[src/rtl/tagdir_pkg.sv]
package tagdir_pkg;

    typedef enum logic [2:0] {
        PERM_NP   = 3'd0,
        PERM_INV  = 3'd1,
        PERM_RO   = 3'd2,
        PERM_RW   = 3'd3,
        PERM_BUSY = 3'd4
    } perm_e;

    typedef enum logic [3:0] {
        OP_NOP        = 4'd0,
        OP_ACCESS     = 4'd1,
        OP_LOOKUP     = 4'd2,
        OP_LOOKUP_ANY = 4'd3,
        OP_AVAIL      = 4'd4,
        OP_ALLOC      = 4'd5,
        OP_DEALLOC    = 4'd6,
        OP_PROBE      = 4'd7,
        OP_TOUCH      = 4'd8,
        OP_SETPERM    = 4'd9,
        OP_LOCK_SET   = 4'd10,
        OP_LOCK_CLR   = 4'd11,
        OP_LOCK_TEST  = 4'd12,
        OP_STATUS     = 4'd13
    } op_e;

    typedef enum logic [1:0] {
        RQ_LOAD   = 2'd0,
        RQ_FETCH  = 2'd1,
        RQ_SPEC   = 2'd2,
        RQ_STORE  = 2'd3
    } kind_e;

    typedef enum logic {
        ST_IDLE = 1'b0,
        ST_RESP = 1'b1
    } rsp_state_e;

endpackage

[src/rtl/tagdir_match.sv]
module tagdir_match
    import tagdir_pkg::*;
#(
    parameter int WAYS   = 4,
    parameter int ADDR_W = 16,
    localparam int WAY_W = $clog2(WAYS)
) (
    input  logic [WAYS-1:0]             occ,
    input  logic [WAYS-1:0][2:0]        perm,
    input  logic [WAYS-1:0][ADDR_W-1:0] tags,
    input  logic [ADDR_W-1:0]           key,
    output logic                        any_hit,
    output logic [WAY_W-1:0]            any_way,
    output logic                        gated_hit,
    output logic [WAY_W-1:0]            gated_way,
    output logic                        free_any,
    output logic [WAY_W-1:0]            free_way
);
    logic [WAYS-1:0] any_v, gated_v, free_v;

    for (genvar w = 0; w < WAYS; w++) begin : g_way
        assign any_v[w]   = occ[w] && (tags[w] == key);
        assign gated_v[w] = any_v[w] && (perm[w] != PERM_NP);
        assign free_v[w]  = !occ[w] || (perm[w] == PERM_NP);
    end

    assign any_hit   = |any_v;
    assign gated_hit = |gated_v;
    assign free_any  = |free_v;

    // lowest index wins: scan downward so the last assignment is the lowest
    always_comb begin
        any_way   = '0;
        gated_way = '0;
        free_way  = '0;
        for (int i = WAYS - 1; i >= 0; i--) begin
            if (any_v[i])   any_way   = WAY_W'(i);
            if (gated_v[i]) gated_way = WAY_W'(i);
            if (free_v[i])  free_way  = WAY_W'(i);
        end
    end
endmodule

[src/rtl/tagdir_lru_set.sv]
module tagdir_lru_set #(
    parameter int WAYS = 4,
    localparam int WAY_W = $clog2(WAYS)
) (
    input  logic             clk,
    input  logic             rst_n,
    input  logic             touch_en,
    input  logic [WAY_W-1:0] touch_way,
    output logic [WAY_W-1:0] victim
);
    // age 0 is most recent; WAYS-1 is oldest
    logic [WAYS-1:0][WAY_W-1:0] age_q;

    always_ff @(posedge clk) begin
        if (!rst_n) begin
            age_q <= {WAYS{WAY_W'(WAYS - 1)}};
        end else if (touch_en) begin
            for (int i = 0; i < WAYS; i++) begin
                if (WAY_W'(i) == touch_way)
                    age_q[i] <= '0;
                else if (age_q[i] < age_q[touch_way])
                    age_q[i] <= age_q[i] + 1'b1;
            end
        end
    end

    always_comb begin
        logic [WAY_W-1:0] best_age;
        victim   = '0;
        best_age = age_q[0];
        for (int i = 1; i < WAYS; i++) begin
            if (age_q[i] > best_age) begin
                victim   = WAY_W'(i);
                best_age = age_q[i];
            end
        end
    end
endmodule

[src/rtl/perm_tag_dir.sv]
module perm_tag_dir
    import tagdir_pkg::*;
#(
    parameter int CACHE_BYTES = 1024,
    parameter int WAYS        = 4,
    parameter int LINE_BYTES  = 64,
    parameter int ADDR_W      = 16,
    parameter int START_BIT   = 6,
    parameter int CTX_W       = 4,
    localparam int SETS  = CACHE_BYTES / WAYS / LINE_BYTES,
    localparam int SET_W = $clog2(SETS),
    localparam int WAY_W = $clog2(WAYS),
    localparam int OFF_W = $clog2(LINE_BYTES)
) (
    input  logic              clk,
    input  logic              rst_n,
    input  logic              req_valid,
    input  logic [3:0]        req_op,
    input  logic [ADDR_W-1:0] req_addr,
    input  logic [1:0]        req_kind,
    input  logic [CTX_W-1:0]  req_ctx,
    input  logic [2:0]        req_perm,
    input  logic              req_touch,
    input  logic [SET_W-1:0]  req_set,
    input  logic [WAY_W-1:0]  req_way,
    output logic              rsp_valid,
    output logic              rsp_ok,
    output logic              rsp_err,
    output logic [WAY_W-1:0]  rsp_way,
    output logic [ADDR_W-1:0] rsp_addr,
    output logic [2:0]        rsp_perm,
    output logic              rsp_busy
);
    localparam logic [CTX_W-1:0] NO_OWNER = '1;

    // directory storage
    logic [WAYS-1:0]             occ_q  [SETS];
    logic [WAYS-1:0][2:0]        perm_q [SETS];
    logic [WAYS-1:0][ADDR_W-1:0] tag_q  [SETS];
    logic [WAYS-1:0][CTX_W-1:0]  lock_q [SETS];

    logic [SET_W-1:0] cur_set;
    assign cur_set = req_addr[START_BIT +: SET_W];

    logic             a_hit, g_hit, f_any;
    logic [WAY_W-1:0] a_way, g_way, f_way;

    tagdir_match #(.WAYS(WAYS), .ADDR_W(ADDR_W)) u_match (
        .occ       (occ_q[cur_set]),
        .perm      (perm_q[cur_set]),
        .tags      (tag_q[cur_set]),
        .key       (req_addr),
        .any_hit   (a_hit),
        .any_way   (a_way),
        .gated_hit (g_hit),
        .gated_way (g_way),
        .free_any  (f_any),
        .free_way  (f_way)
    );

    logic             touch_en;
    logic [WAY_W-1:0] touch_way;
    logic [WAY_W-1:0] victim_w [SETS];

    for (genvar s = 0; s < SETS; s++) begin : g_lru
        tagdir_lru_set #(.WAYS(WAYS)) u_lru (
            .clk       (clk),
            .rst_n     (rst_n),
            .touch_en  (touch_en && (cur_set == SET_W'(s))),
            .touch_way (touch_way),
            .victim    (victim_w[s])
        );
    end

    // operation decode
    logic              occ_we, perm_we, tag_we, lock_we;
    logic [WAY_W-1:0]  wr_way;
    logic              new_occ;
    logic [2:0]        new_perm;
    logic [CTX_W-1:0]  new_lock;
    logic              d_ok, d_err, d_busy;
    logic [WAY_W-1:0]  d_way;
    logic [ADDR_W-1:0] d_addr;
    logic [2:0]        d_perm;
    logic              misaligned;
    logic [2:0]        g_perm;
    logic [WAY_W-1:0]  cur_vic;

    assign g_perm  = perm_q[cur_set][g_way];
    assign cur_vic = victim_w[cur_set];
    assign misaligned = (req_addr[OFF_W-1:0] != '0)
                        && (req_op != OP_NOP) && (req_op != OP_STATUS);

    always_comb begin
        occ_we = 1'b0; perm_we = 1'b0; tag_we = 1'b0; lock_we = 1'b0;
        wr_way = g_way; new_occ = 1'b0; new_perm = PERM_NP; new_lock = NO_OWNER;
        touch_en = 1'b0; touch_way = g_way;
        d_ok = 1'b0; d_err = 1'b0; d_busy = 1'b0;
        d_way = '0; d_addr = '0; d_perm = '0;
        if (req_valid) begin
            if (misaligned) begin
                d_err = 1'b1;
            end else begin
                case (req_op)
                    OP_ACCESS: if (g_hit) begin
                        touch_en = 1'b1;
                        d_way    = g_way;
                        d_perm   = g_perm;
                        d_ok     = (g_perm == PERM_RW)
                                   || ((g_perm == PERM_RO) && (req_kind != RQ_STORE));
                    end
                    OP_LOOKUP: if (g_hit) begin
                        d_ok = 1'b1; d_way = g_way; d_perm = g_perm;
                    end
                    OP_LOOKUP_ANY: if (a_hit) begin
                        d_ok = 1'b1; d_way = a_way; d_perm = perm_q[cur_set][a_way];
                    end
                    OP_AVAIL: d_ok = a_hit || f_any;
                    OP_ALLOC: if (g_hit || !f_any) begin
                        d_err = 1'b1;
                    end else begin
                        occ_we = 1'b1; perm_we = 1'b1; tag_we = 1'b1; lock_we = 1'b1;
                        wr_way = f_way; new_occ = 1'b1; new_perm = PERM_INV;
                        touch_en = req_touch; touch_way = f_way;
                        d_ok = 1'b1; d_way = f_way; d_perm = PERM_INV;
                    end
                    OP_DEALLOC: if (!g_hit) begin
                        d_err = 1'b1;
                    end else begin
                        occ_we = 1'b1; perm_we = 1'b1; lock_we = 1'b1;
                        d_ok = 1'b1; d_way = g_way;
                    end
                    OP_PROBE: if (a_hit || f_any) begin
                        d_err = 1'b1;
                    end else begin
                        d_ok = 1'b1; d_way = cur_vic;
                        d_addr = tag_q[cur_set][cur_vic];
                        d_perm = perm_q[cur_set][cur_vic];
                    end
                    OP_TOUCH: if (g_hit) begin
                        touch_en = 1'b1; d_ok = 1'b1; d_way = g_way;
                    end
                    OP_SETPERM: if (!a_hit) begin
                        d_err = 1'b1;
                    end else begin
                        perm_we = 1'b1; wr_way = a_way; new_perm = req_perm;
                        d_ok = 1'b1; d_way = a_way; d_perm = req_perm;
                    end
                    OP_LOCK_SET, OP_LOCK_CLR: if (!g_hit) begin
                        d_err = 1'b1;
                    end else begin
                        lock_we  = 1'b1;
                        new_lock = (req_op == OP_LOCK_SET) ? req_ctx : NO_OWNER;
                        d_ok = 1'b1; d_way = g_way;
                    end
                    OP_LOCK_TEST: if (!g_hit) begin
                        d_err = 1'b1;
                    end else begin
                        d_ok  = (lock_q[cur_set][g_way] == req_ctx);
                        d_way = g_way;
                    end
                    OP_STATUS: begin
                        d_perm = perm_q[req_set][req_way];
                        d_ok   = (d_perm == PERM_INV);
                        d_busy = (d_perm == PERM_BUSY);
                        d_way  = req_way;
                    end
                    default: ;
                endcase
            end
        end
    end

    always_ff @(posedge clk) begin
        if (!rst_n) begin
            for (int s = 0; s < SETS; s++) begin
                occ_q[s]  <= '0;
                perm_q[s] <= '0;
                tag_q[s]  <= '0;
                lock_q[s] <= {WAYS{NO_OWNER}};
            end
        end else begin
            if (occ_we)  occ_q[cur_set][wr_way]  <= new_occ;
            if (perm_we) perm_q[cur_set][wr_way] <= new_perm;
            if (tag_we)  tag_q[cur_set][wr_way]  <= req_addr;
            if (lock_we) lock_q[cur_set][wr_way] <= new_lock;
        end
    end

    // response FSM: state register
    rsp_state_e state_q, state_d;
    logic              q_ok, q_err, q_busy;
    logic [WAY_W-1:0]  q_way;
    logic [ADDR_W-1:0] q_addr;
    logic [2:0]        q_perm;

    always_comb begin
        state_d = state_q;
        unique case (state_q)
            ST_IDLE: if (req_valid)  state_d = ST_RESP;   // T_ACCEPT
            ST_RESP: if (!req_valid) state_d = ST_IDLE;   // T_DRAIN, else T_STREAM
        endcase
    end

    always_ff @(posedge clk) begin
        if (!rst_n) begin
            state_q <= ST_IDLE;
            q_ok <= 1'b0; q_err <= 1'b0; q_busy <= 1'b0;
            q_way <= '0; q_addr <= '0; q_perm <= '0;
        end else begin
            state_q <= state_d;
            q_ok <= d_ok; q_err <= d_err; q_busy <= d_busy;
            q_way <= d_way; q_addr <= d_addr; q_perm <= d_perm;
        end
    end

    // response FSM: outputs
    always_comb begin
        rsp_valid = 1'b0; rsp_ok = 1'b0; rsp_err = 1'b0; rsp_busy = 1'b0;
        rsp_way = '0; rsp_addr = '0; rsp_perm = '0;
        unique case (state_q)
            ST_IDLE: ;
            ST_RESP: begin
                rsp_valid = 1'b1; rsp_ok = q_ok; rsp_err = q_err; rsp_busy = q_busy;
                rsp_way = q_way; rsp_addr = q_addr; rsp_perm = q_perm;
            end
        endcase
    end
endmodule

[config.mk]
export PLATFORM = sky130hd
export DESIGN_NAME = perm_tag_dir
export DESIGN_NICKNAME = d
export VERILOG_FILES = /design/src/rtl/tagdir_pkg.sv /design/src/rtl/tagdir_match.sv /design/src/rtl/tagdir_lru_set.sv /design/src/rtl/perm_tag_dir.sv
export SDC_FILE = /design/constraint.sdc
export NUM_CORES = 1
export LEC_CHECK = 0
export ABC_AREA = 0
export BUFFER_PORTS_ARGS = -buffer_cell sky130_fd_sc_hd__buf_2
export CAP_MARGIN = 40
export CORE_UTILIZATION = 47
export CTS_BUF_LIST = sky130_fd_sc_hd__clkbuf_4 sky130_fd_sc_hd__clkbuf_8
export CTS_CLUSTER_DIAMETER = 80
export DETAILED_ROUTE_END_ITERATION = 8
export GPL_TIMING_DRIVEN = 0
export MAX_ROUTING_LAYER = met4
export PLACE_DENSITY_LB_ADDON = 0.25
export SYNTH_ARGS = -nofsm -noshare
export SYNTH_HDL_FRONTEND = slang
export SYNTH_SLANG_ARGS = --single-unit
[constraint.sdc]
create_clock -name clk -period 11.3 [get_ports clk]
set_clock_uncertainty 0.05 [all_clocks]
set_input_delay 2.26 -clock clk [delete_from_list [all_inputs] [get_ports clk]]
set_output_delay 2.26 -clock clk [all_outputs]
set_load 0.01 [all_outputs]
==> results.json <==
{
  "dp_hpwl_um": 56300,
  "finalInstanceArea_mm2": 0.0265,
  "async_reset_ff_frac": 0,
  "fmax_ghz": 0.125,
  "syn_avg_cell_area_um2": 12.2,
  "rsz0062_at_grt": "no",
  "detail-route-antenna-nets": 0,
  "ys.flop_type": "edfxtp_1",
  "p_leak_uw": 0.00952,
  "period_share": 0.709,
  "ioPinCount": 62,
  "route.detailed.drc": 0,
  "num-nets-final": 2249,
  "detail_route.iter0.violations": 2330,
  "min_period_ps": 8010,
  "gp_congestion": 0.975,
  "synth_area_mm2": 0.0231,
  "final_common_cell": "edfxtp_1",
  "dr_total_vias": 17500,
  "htreeDepth": 3,
  "max_stage_delay_ps": 810,
  "clock_latency_ps": 680,
  "finalSetupTns_ps": 0,
  "yosysWarnings": 0,
  "first_global_vias": 17200,
  "post_cts_resize_count": 0,
  "dr.pass1.iters": 9,
  "pre_cts_slack_ps": 2860,
  "synthCells": 1894,
  "synth_edf_count": 384,
  "clockRootBuffer": "clkbuf_8",
  "critPathBufInv": 7,
  "routed_wl_um": 76200,
  "rows": 80,
  "tightest_slew_ps": 1020,
  "cp-start-kind": "primary input",
  "hp-class": "register to register",
  "wl_met3_um": 8370,
  "die_w_um": 223,
  "portBuffers": 45,
  "clkTransAtPathRegs_ps": 60,
  "crit_chain": "buf_2, buf_4, buf_4, buf_2, mux4_2, xnor2_1, nand2_1, nor4b_1, nand3_1, nand4bb_1, buf_4, buf_6, nor3_1, nor2_4, clkbuf_1, o211ai_1, o21ai_0, ha_1, nor2_1, nand2_1, or4_1, o211ai_1",
  "ctsHoldBuffers": 0,
  "cp-end-kind": "register",
  "cap_violations": 0,
  "status": "finished clean",
  "top_layer": "met4",
  "hold_viol": 0,
  "max-slew-margin-rel": 0.313,
  "cts.sinks": 441,
  "core-area_mm2": 0.0480,
  "worstPathRequired_ps": 11830,
  "via_per_inst": 6.15,
  "grt_max_degree": 14,
  "drive_gt1_frac": 0.195,
  "yosys.cell_types.count": 84,
  "area_growth_pct": 15.0,
  "fin_ws_ps": 3290,
  "path_delay_family": "simple AND/OR/NAND/NOR gates",
  "ir_drop_v": 0.000137,
  "grt_pass1_wl_um": 111000,
  "synth-seq-cells": 441,
  "met1_length_um": 28700,
  "die_area_mm2": 0.0499,
  "overflow": 0,
  "fillers": 4073,
  "setup_viol_count_final": 0,
  "p_per_area_mw_per_mm2": 140,
  "arrival_ps": 8540,
  "final_cell_mix": "edfxtp_1 (384), nor2_1 (233), nand2_1 (160)",
  "fp.dieH_um": 223,
  "cts_tree": "yes",
  "yosysSeqAreaShare": 0.550,
  "antenna_found_initial": 4,
  "slowest_stage": "nor4b_1",
  "place_area_mm2": 0.0250,
  "clk_path_buf_depth": 3,
  "grt_usage": 0.318,
  "met2_length_um": 35600,
  "start_util": 0.480,
  "drv_slew": 0,
  "cts-buffers-inserted": 76,
  "wl_per_cell_um": 26.8,
  "cts_setup_buffers": 0,
  "cp_common_cell": "buf_4",
  "path_class": "primary input to register",
  "crit_fanout": 10
}
through the flow:
stage / instances / utilization / hold WS, ps / total power [uW]
after floorplan: 2005 / - / 446 / 2100
after global placement: 2665 / 0.509 / 471 / 2230
after detailed placement: 2701 / 0.519 / 491 / 2250
after CTS: 2839 / 0.552 / 498 / 3730
after global routing: 2841 / 0.552 / 518 / 3810
final: 2842 / 0.552 / 507 / 3720
cell type report:
cell class | count | area, um2 | area share
clock buffer | 117 | 1410 | 0.0532
multi-input combinational | 1376 | 10000 | 0.378
tap | 615 | 769 | 0.0290
inverter | 68 | 255 | 0.00962
sequential | 441 | 12700 | 0.478
buffer | 120 | 593 | 0.0224
timing repair buffer | 81 | 653 | 0.0246
antenna | 3 | 7.51 | 0.000283
clock inverter | 21 | 146 | 0.00552
tightest hold or removal path: stages (launching register included):
cell	delay, ps
dfxtp_1	390
a21oi_1	80
o21ai_0	60
routing by layer:
layer  vias to the layer above  GRT usage
met5                         -          -
met4                         0      0.127
met3                       222     0.0731
met2                      1129      0.499
met1                      8555      0.400
li1                       7573          -
sequential cells by signal, indices dropped and copies added (netlist names):
signal	cells
q_err	1
q_busy	1
state_q	1
g_lru.u_lru.age_q	32
q_ok	1
perm_q	48
q_way	2
q_addr	16
q_perm	3
tag_q	256
lock_q	64
occ_q	16
path summary, 6_finish.rpt:
kind,start,slack [ps],to,cells after the start
setup / recovery,req_addr[7],3290,g_lru[2].u_lru.age_q[7],22
setup reg to reg,g_lru[0].u_lru.age_q[2],5410,q_addr[15],20
hold / removal,g_lru[3].u_lru.age_q[6],510,g_lru[3].u_lru.age_q[6],2
hold reg to reg,g_lru[3].u_lru.age_q[6],510,g_lru[3].u_lru.age_q[6],2
cell families (layout without fill, tap and decap cells):
family | Yosys count | after routing | share of synthesized area
AO/OA/AOI/OAI | 340 | 340 | 0.0923
XOR/XNOR | 69 | 69 | 0.0262
adder cells (fa/ha/maj) | 48 | 48 | 0.0260
buffers and inverters | 188 | 407 | 0.0368
flip-flops | 441 | 441 | 0.550
multiplexers | 182 | 182 | 0.141
other | 1 | 115 | 0.000163
AND/OR/NAND/NOR | 625 | 625 | 0.128
synthesized netlist by cell type (30+ instances only):
library cell | count | area (um2)
o21ai_0 | 103 | 515
clkbuf_1 | 60 | 225
and2_1 | 40 | 250
inv_1 | 67 | 251
buf_2 | 30 | 150
xnor2_1 | 53 | 464
mux2i_1 | 52 | 521
nor2_1 | 234 | 878
mux4_2 | 113 | 2540
a21oi_1 | 74 | 370
edfxtp_1 | 384 | 11500
nand3_1 | 45 | 225
ha_1 | 48 | 601
dfxtp_1 | 57 | 1140
nand2_1 | 160 | 601
where the power goes:
part           total, uW  internal (uW)  switching [uW]  leakage [uW]
Combinational        372            139             232       0.00467
Clock               1500            822             677      0.000829
Sequential          1850           1830            19.4       0.00402
(Power assumes the default switching activity.)
